==> config.mk <==
export PLATFORM = sky130hd
export DESIGN_NAME = acc_exec_unit
export DESIGN_NICKNAME = d
export VERILOG_FILES = /design/src/rtl/acc_exec_pkg.sv /design/src/rtl/acc_alu.sv /design/src/rtl/acc_branch_unit.sv /design/src/rtl/acc_exec_fsm.sv /design/src/rtl/acc_exec_unit.sv
export SDC_FILE = /design/constraint.sdc
export NUM_CORES = 2
export LEC_CHECK = 0
export ABC_AREA = 1
export CORE_MARGIN = 3
export CORE_UTILIZATION = 60
export CTS_CLUSTER_SIZE = 14
export DETAILED_ROUTE_END_ITERATION = 10
export PLACE_DENSITY = 0.88
export REMOVE_ABC_BUFFERS = 1
export SYNTH_ARGS = -nofsm -noshare
export SYNTH_HDL_FRONTEND = slang
export SYNTH_SLANG_ARGS = --single-unit
==> constraint.sdc <==
create_clock -name clk -period 130.1 [get_ports clk]
set_clock_uncertainty 0.15 [all_clocks]
set_input_delay 32.525 -clock clk [delete_from_list [all_inputs] [get_ports clk]]
set_output_delay 32.525 -clock clk [all_outputs]
set_load 0.02 [all_outputs]
==> src/rtl/acc_exec_pkg.sv <==
package acc_exec_pkg;
    localparam int OP_W = 5;

    typedef enum logic [OP_W-1:0] {
        OP_LOAD  = 5'd0,
        OP_STORE = 5'd1,
        OP_LDX   = 5'd2,
        OP_ADD   = 5'd3,
        OP_SUB   = 5'd4,
        OP_MUL   = 5'd5,
        OP_DIV   = 5'd6,
        OP_NEGS  = 5'd7,
        OP_AND   = 5'd8,
        OP_OR    = 5'd9,
        OP_NOT   = 5'd10,
        OP_SHL   = 5'd11,
        OP_SHR   = 5'd12,
        OP_JNEG  = 5'd13,
        OP_JMP   = 5'd14,
        OP_JZERO = 5'd15,
        OP_HALT  = 5'd16
    } op_e;

    typedef enum logic {
        ST_RUN    = 1'b0,
        ST_HALTED = 1'b1
    } exec_state_e;
endpackage

==> src/rtl/acc_alu.sv <==
module acc_alu
    import acc_exec_pkg::*;
#(
    parameter int DW = 32
) (
    input  logic [OP_W-1:0] op_i,
    input  logic [DW-1:0]   acc_i,
    input  logic [DW-1:0]   opnd_i,
    output logic [DW-1:0]   result_o,
    output logic            div_zero_o
);
    localparam int SHAMT_W = $clog2(DW);
    localparam logic [DW-1:0] ALL_ONES = {DW{1'b1}};

    logic [SHAMT_W-1:0] shamt;
    logic [DW-1:0]      quotient;

    assign shamt = opnd_i[SHAMT_W-1:0];

    always_comb begin
        if (opnd_i == ALL_ONES) begin
            quotient = '0 - acc_i;
        end else if (opnd_i == '0) begin
            quotient = acc_i;
        end else begin
            quotient = DW'($signed(acc_i) / $signed(opnd_i));
        end
    end

    always_comb begin
        result_o   = acc_i;
        div_zero_o = 1'b0;
        case (op_i)
            OP_LOAD: result_o = opnd_i;
            OP_ADD:  result_o = acc_i + opnd_i;
            OP_SUB:  result_o = acc_i - opnd_i;
            OP_MUL:  result_o = acc_i * opnd_i;
            OP_DIV: begin
                result_o   = quotient;
                div_zero_o = (opnd_i == '0);
            end
            OP_NEGS: result_o = '0 - acc_i;
            OP_AND:  result_o = acc_i & opnd_i;
            OP_OR:   result_o = acc_i | opnd_i;
            OP_NOT:  result_o = ~acc_i;
            OP_SHL:  result_o = acc_i << shamt;
            OP_SHR:  result_o = acc_i >> shamt;
            default: result_o = acc_i;
        endcase
    end
endmodule

==> src/rtl/acc_branch_unit.sv <==
module acc_branch_unit
    import acc_exec_pkg::*;
#(
    parameter int DW = 32,
    parameter int AW = 16
) (
    input  logic [OP_W-1:0] op_i,
    input  logic [DW-1:0]   acc_i,
    input  logic [AW-1:0]   eff_addr_i,
    input  logic [AW-1:0]   pc_i,
    output logic            taken_o,
    output logic [AW-1:0]   next_pc_o
);
    localparam logic [AW-1:0] PC_STEP = {{(AW-1){1'b0}}, 1'b1};

    logic acc_neg;
    logic acc_zero;

    assign acc_neg  = acc_i[DW-1];
    assign acc_zero = (acc_i == '0);

    always_comb begin
        case (op_i)
            OP_JNEG:  taken_o = acc_neg;
            OP_JZERO: taken_o = acc_zero;
            OP_JMP:   taken_o = 1'b1;
            default:  taken_o = 1'b0;
        endcase
        next_pc_o = taken_o ? eff_addr_i : (pc_i + PC_STEP);
    end
endmodule

==> src/rtl/acc_exec_fsm.sv <==
module acc_exec_fsm
    import acc_exec_pkg::*;
(
    input  logic clk,
    input  logic rst_n,
    input  logic exec_i,
    input  logic is_halt_i,
    output logic fire_o,
    output logic halted_o
);
    exec_state_e state_q;
    exec_state_e state_d;

    always_ff @(posedge clk or negedge rst_n) begin
        if (!rst_n) begin
            state_q <= ST_RUN;
        end else begin
            state_q <= state_d;
        end
    end

    always_comb begin
        state_d  = state_q;
        fire_o   = 1'b0;
        halted_o = 1'b0;
        unique case (state_q)
            ST_RUN: begin
                fire_o = exec_i;
                if (exec_i && is_halt_i) begin
                    state_d = ST_HALTED;
                end
            end
            ST_HALTED: begin
                halted_o = 1'b1;
            end
        endcase
    end
endmodule

==> src/rtl/acc_exec_unit.sv <==
module acc_exec_unit
    import acc_exec_pkg::*;
#(
    parameter int DW    = 32,
    parameter int AW    = 16,
    parameter int N_IDX = 16,
    localparam int IW   = $clog2(N_IDX)
) (
    input  logic            clk,
    input  logic            rst_n,
    input  logic            exec_i,
    input  logic [OP_W-1:0] opcode_i,
    input  logic [DW-1:0]   operand_i,
    input  logic [AW-1:0]   eff_addr_i,
    input  logic [AW-1:0]   pc_i,
    input  logic [IW-1:0]   idx_sel_i,
    output logic [DW-1:0]   acc_o,
    output logic            mem_we_o,
    output logic [AW-1:0]   mem_addr_o,
    output logic [DW-1:0]   mem_wdata_o,
    output logic            idx_we_o,
    output logic [IW-1:0]   idx_sel_o,
    output logic [DW-1:0]   idx_wdata_o,
    output logic [AW-1:0]   pc_next_o,
    output logic            branch_taken_o,
    output logic            halt_o,
    output logic            div_err_o
);
    logic            fire;
    logic            halted;
    logic [DW-1:0]   alu_result;
    logic            alu_div_zero;
    logic            br_taken;
    logic [AW-1:0]   br_next_pc;
    logic            is_store;
    logic            is_ldx;
    logic            is_halt;

    assign is_store = (opcode_i == OP_STORE);
    assign is_ldx   = (opcode_i == OP_LDX) && (idx_sel_i != '0);
    assign is_halt  = (opcode_i == OP_HALT);

    acc_exec_fsm u_fsm (
        .clk       (clk),
        .rst_n     (rst_n),
        .exec_i    (exec_i),
        .is_halt_i (is_halt),
        .fire_o    (fire),
        .halted_o  (halted)
    );

    acc_alu #(.DW(DW)) u_alu (
        .op_i       (opcode_i),
        .acc_i      (acc_o),
        .opnd_i     (operand_i),
        .result_o   (alu_result),
        .div_zero_o (alu_div_zero)
    );

    acc_branch_unit #(.DW(DW), .AW(AW)) u_branch (
        .op_i       (opcode_i),
        .acc_i      (acc_o),
        .eff_addr_i (eff_addr_i),
        .pc_i       (pc_i),
        .taken_o    (br_taken),
        .next_pc_o  (br_next_pc)
    );

    assign halt_o = halted;

    always_ff @(posedge clk or negedge rst_n) begin
        if (!rst_n) begin
            acc_o          <= '0;
            pc_next_o      <= '0;
            branch_taken_o <= 1'b0;
            mem_we_o       <= 1'b0;
            mem_addr_o     <= '0;
            mem_wdata_o    <= '0;
            idx_we_o       <= 1'b0;
            idx_sel_o      <= '0;
            idx_wdata_o    <= '0;
            div_err_o      <= 1'b0;
        end else begin
            mem_we_o       <= fire && is_store;
            idx_we_o       <= fire && is_ldx;
            branch_taken_o <= fire && br_taken;
            div_err_o      <= fire && alu_div_zero;
            if (fire) begin
                acc_o     <= alu_result;
                pc_next_o <= br_next_pc;
                if (is_store) begin
                    mem_addr_o  <= eff_addr_i;
                    mem_wdata_o <= acc_o;
                end
                if (is_ldx) begin
                    idx_sel_o   <= idx_sel_i;
                    idx_wdata_o <= operand_i;
                end
            end
        end
    end
endmodule

==> impl_metrics.py <==
metrics = {
    "global_routing": {
        "grt_pass1_wl_um": 380000,
        "gr-usage-met3_pct": 15.2,
        "grt_start_max_net_pins": 96,
        "overflow": 0,
        "met1_usage_pct": 58.8,
        "top_usage_layer": "met2",
        "antenna_found_initial": 28,
        "grt_use_total_pct": 49.1,
        "met2_usage_pct": 74.1,
        "grt_pass1_vias": 63200,
    },
    "min_path": {
        "hold_class": "reg2reg",
        "holdPathStages": 2,
        "holdPathEnd": "mem_wdata_o[25]",
        "holdCritStartpoint": "mem_wdata_o[25]",
    },
    "synth": {
        "yosysMostFrequentCell": "nand2_1",
        "synth_top_cell_by_area": "nand2_1",
        "ys_warn_count": 0,
        "yosys-top-cells-area": "nand2_1 (17%), ha_1 (15%), fa_1 (14%)",
        "async_reset_ff_share_pct": 100,
        "synth-edff-count": 0,
        "synth_top_flop_cell": "dfrtp_1",
        "post_synth_instance_area_mm2": 0.0585,
        "synth.avg_cell_area_um2": 6.31,
        "synth_cells": 9260,
        "yosys-top-cells-count": "nand2_1 (2,588), inv_1 (1,675), ha_1 (694)",
        "ys_seq_area_share_pct": 5.86,
        "synth_cell_types": 84,
        "ys_ff_latch": 137,
        "yosys.area.top_type_share_pct": 16.6,
    },
    "drt": {
        "drt-initial-drc-count": 8553,
        "wl_um": 259000,
        "drc": 0,
        "dr.pass1.iters": 9,
        "antenna_left": 0,
        "viasPerCell": 6.21,
        "post_drt_wl_per_cell_um": 24.3,
        "num_vias": 66200,
    },
    "critical_path": {
        "slowest_stage": "clkdlybuf4s50_1",
        "worstRegToRegCells": 675,
        "crit_path_start_kind": "input pin",
        "end_kind": "flop",
        "crit_top_cell": "nand2_1",
        "cp_max_fo": 51,
        "arrival_ns": 121.45,
        "r2r-start": "acc_o[1]",
        "r2r-end": "acc_o[28]",
        "max_stage_delay_ns": 0.75,
        "path_class": "in2reg",
        "r2r_slack_ns": 40.53,
        "required_ns": 130.31,
    },
    "sta": {
        "maxSlewHeadroom_pct": 1.48,
        "finalSetupViolations": 0,
        "period_share_pct": 93.2,
        "slew_violations": 0,
        "tightest_slew_ns": 1.48,
        "min_period_ns": 121.23,
        "fmax_ghz": 0.00825,
        "hold_viol": 0,
        "hold_ws_ns": 0.338,
    },
    "clocking": {
        "worstSkewPairLatency_ns": 0.52,
        "clock_sinks": 137,
        "cts_tree": "done",
        "cts_buffers": 17,
        "ctsHtreeMaxLevel": 4,
        "clk_pin_slew_worst_paths_ns": 0.07,
        "cts_root_buffer": "clkbuf_16",
        "cts_buffer_depth": 2,
    },
    "die": {
        "core-area_mm2": 0.0959,
        "die_w_um": 318,
        "initial_core_util_pct": 61.0,
        "die_area_mm2": 0.101,
        "die_y_um": 318,
        "rows": 113,
        "boundaryPins": 213,
    },
    "placement": {
        "place_area_mm2": 0.0612,
        "dpl.hpwl_um": 197000,
        "place_congestion": 1.15,
        "port_buffers": 212,
    },
    "status": {
        "outcome": "completed",
    },
    "finish": {
        "fin_util_pct": 65.8,
        "final_area_mm2": 0.0631,
        "seq_area_mm2": 0.00343,
        "final_layout_size_suffix_gt1_share_pct": 7.44,
        "multiInputGateArea_mm2": 0.0471,
        "fill_cells": 8679,
        "area_delta_synth_final_pct": 7.87,
        "nets": 10500,
    },
    "flow_run": {
        "cap_violations": 0,
    },
}
[layout make-up]
type                       count  area share [%]
inverter                    1728            10.4
antenna                       12          0.0476
timing repair buffer         424            6.02
sequential                   137            5.44
clock inverter                14           0.208
timing repair inverter         5          0.0397
multi-input combinational   7051            74.6
tap                         1265            2.51
clock buffer                  18           0.696
[what timing repair did]
| item | CTS | global route |
|---|---|---|
| endpoints found under the setup margin | 0 | 32 |
| setup buffers | 0 | 77 |
| hold endpoints to repair | 0 | 0 |
| gates resized for setup | 0 | 130 |
| hold buffers | 0 | 0 |
[layer usage]
layer	wire length, um	vias to the layer above	part of all wire, %
met5	260	-	0.10
met4	25400	24	9.8
met3	34200	1428	13
met2	107000	4635	41
met1	91700	30400	35
li1	-	29700	-
[worst max-delay path: cells and delay by family]
| kind | cells | cell delay [ns] |
|---|---|---|
| and+or+nand+nor | 371 | 37.63 |
| AOI/OAI and AO/OA | 201 | 33.50 |
| adders and majority gates | 32 | 10.02 |
| xor gates and xnor gates | 1 | 0.18 |
| buffers and inverters | 77 | 7.37 |
[sequential cells by signal, indices dropped and copies added (netlist names)]
register        count
acc_o              32
branch_taken_o      1
div_err_o           1
idx_sel_o           4
idx_wdata_o        32
idx_we_o            1
mem_addr_o         16
mem_wdata_o        32
mem_we_o            1
pc_next_o          16
u_fsm.state_q       1
[worst max path at each step]
stage / to / slack (ns) / depth (start not counted) / from
final: acc_o[28] / 8.87 / 682 / operand_i[7]
after global routing: acc_o[28] / -0.63 / 692 / operand_i[4]
after CTS: acc_o[26] / 0.44 / 677 / operand_i[9]
after detailed placement: acc_o[28] / 0.15 / 678 / operand_i[9]
after global placement: acc_o[28] / 4.04 / 677 / operand_i[31]
after floorplan: acc_o[28] / 11.52 / 660 / operand_i[1]
[cell families (layout without fill, tap and decap cells)]
| kind of cell | count (synthesis) | count (layout) | synth area share (%) |
|---|---|---|---|
| multiplexers | 20 | 20 | 0.342 |
| buffers and inverters | 2084 | 2189 | 14.6 |
| XOR/XNOR | 366 | 366 | 5.48 |
| flip-flops | 137 | 137 | 5.86 |
| AND/OR/NAND/NOR | 3938 | 3949 | 28.8 |
| AO/OA/AOI/OAI | 1612 | 1613 | 16.0 |
| other | 0 | 12 | 0 |
| adder cells (fa/ha/maj) | 1103 | 1103 | 28.9 |
[through the flow]
| step | instances | worst slack (ns) | setup TNS [ns] |
|---|---|---|---|
| 2_1_floorplan | 8904 | 11.52 | 0 |
| 3_3_place_gp | 10500 | 4.04 | 0 |
| 3_5_place_dp | 10500 | 0.148 | 0 |
| 4_1_cts | 10500 | 0.442 | 0 |
| 5_1_grt | 10600 | -0.633 | -8.63 |
| 6_report | 10700 | 8.87 | 0 |
[cell usage in the layout, fill, tap and decap left out, types with 57 or more instances in the layout]
cell type	instances
dfrtp_1	136
buf_4	201
nand4_1	89
fa_1	409
nand2_1	2580
nor2_1	458
o211ai_1	57
ha_1	694
o21ai_0	530
inv_1	1665
clkdlybuf4s50_1	200
o21ai_1	105
xor2_1	215
or2_2	131
nand3_1	374
nor3_1	72
a21oi_1	529
xnor2_1	151
Power is not shown: default switching activity piles up to over one toggle a cycle in this logic, so the estimate is an artifact.
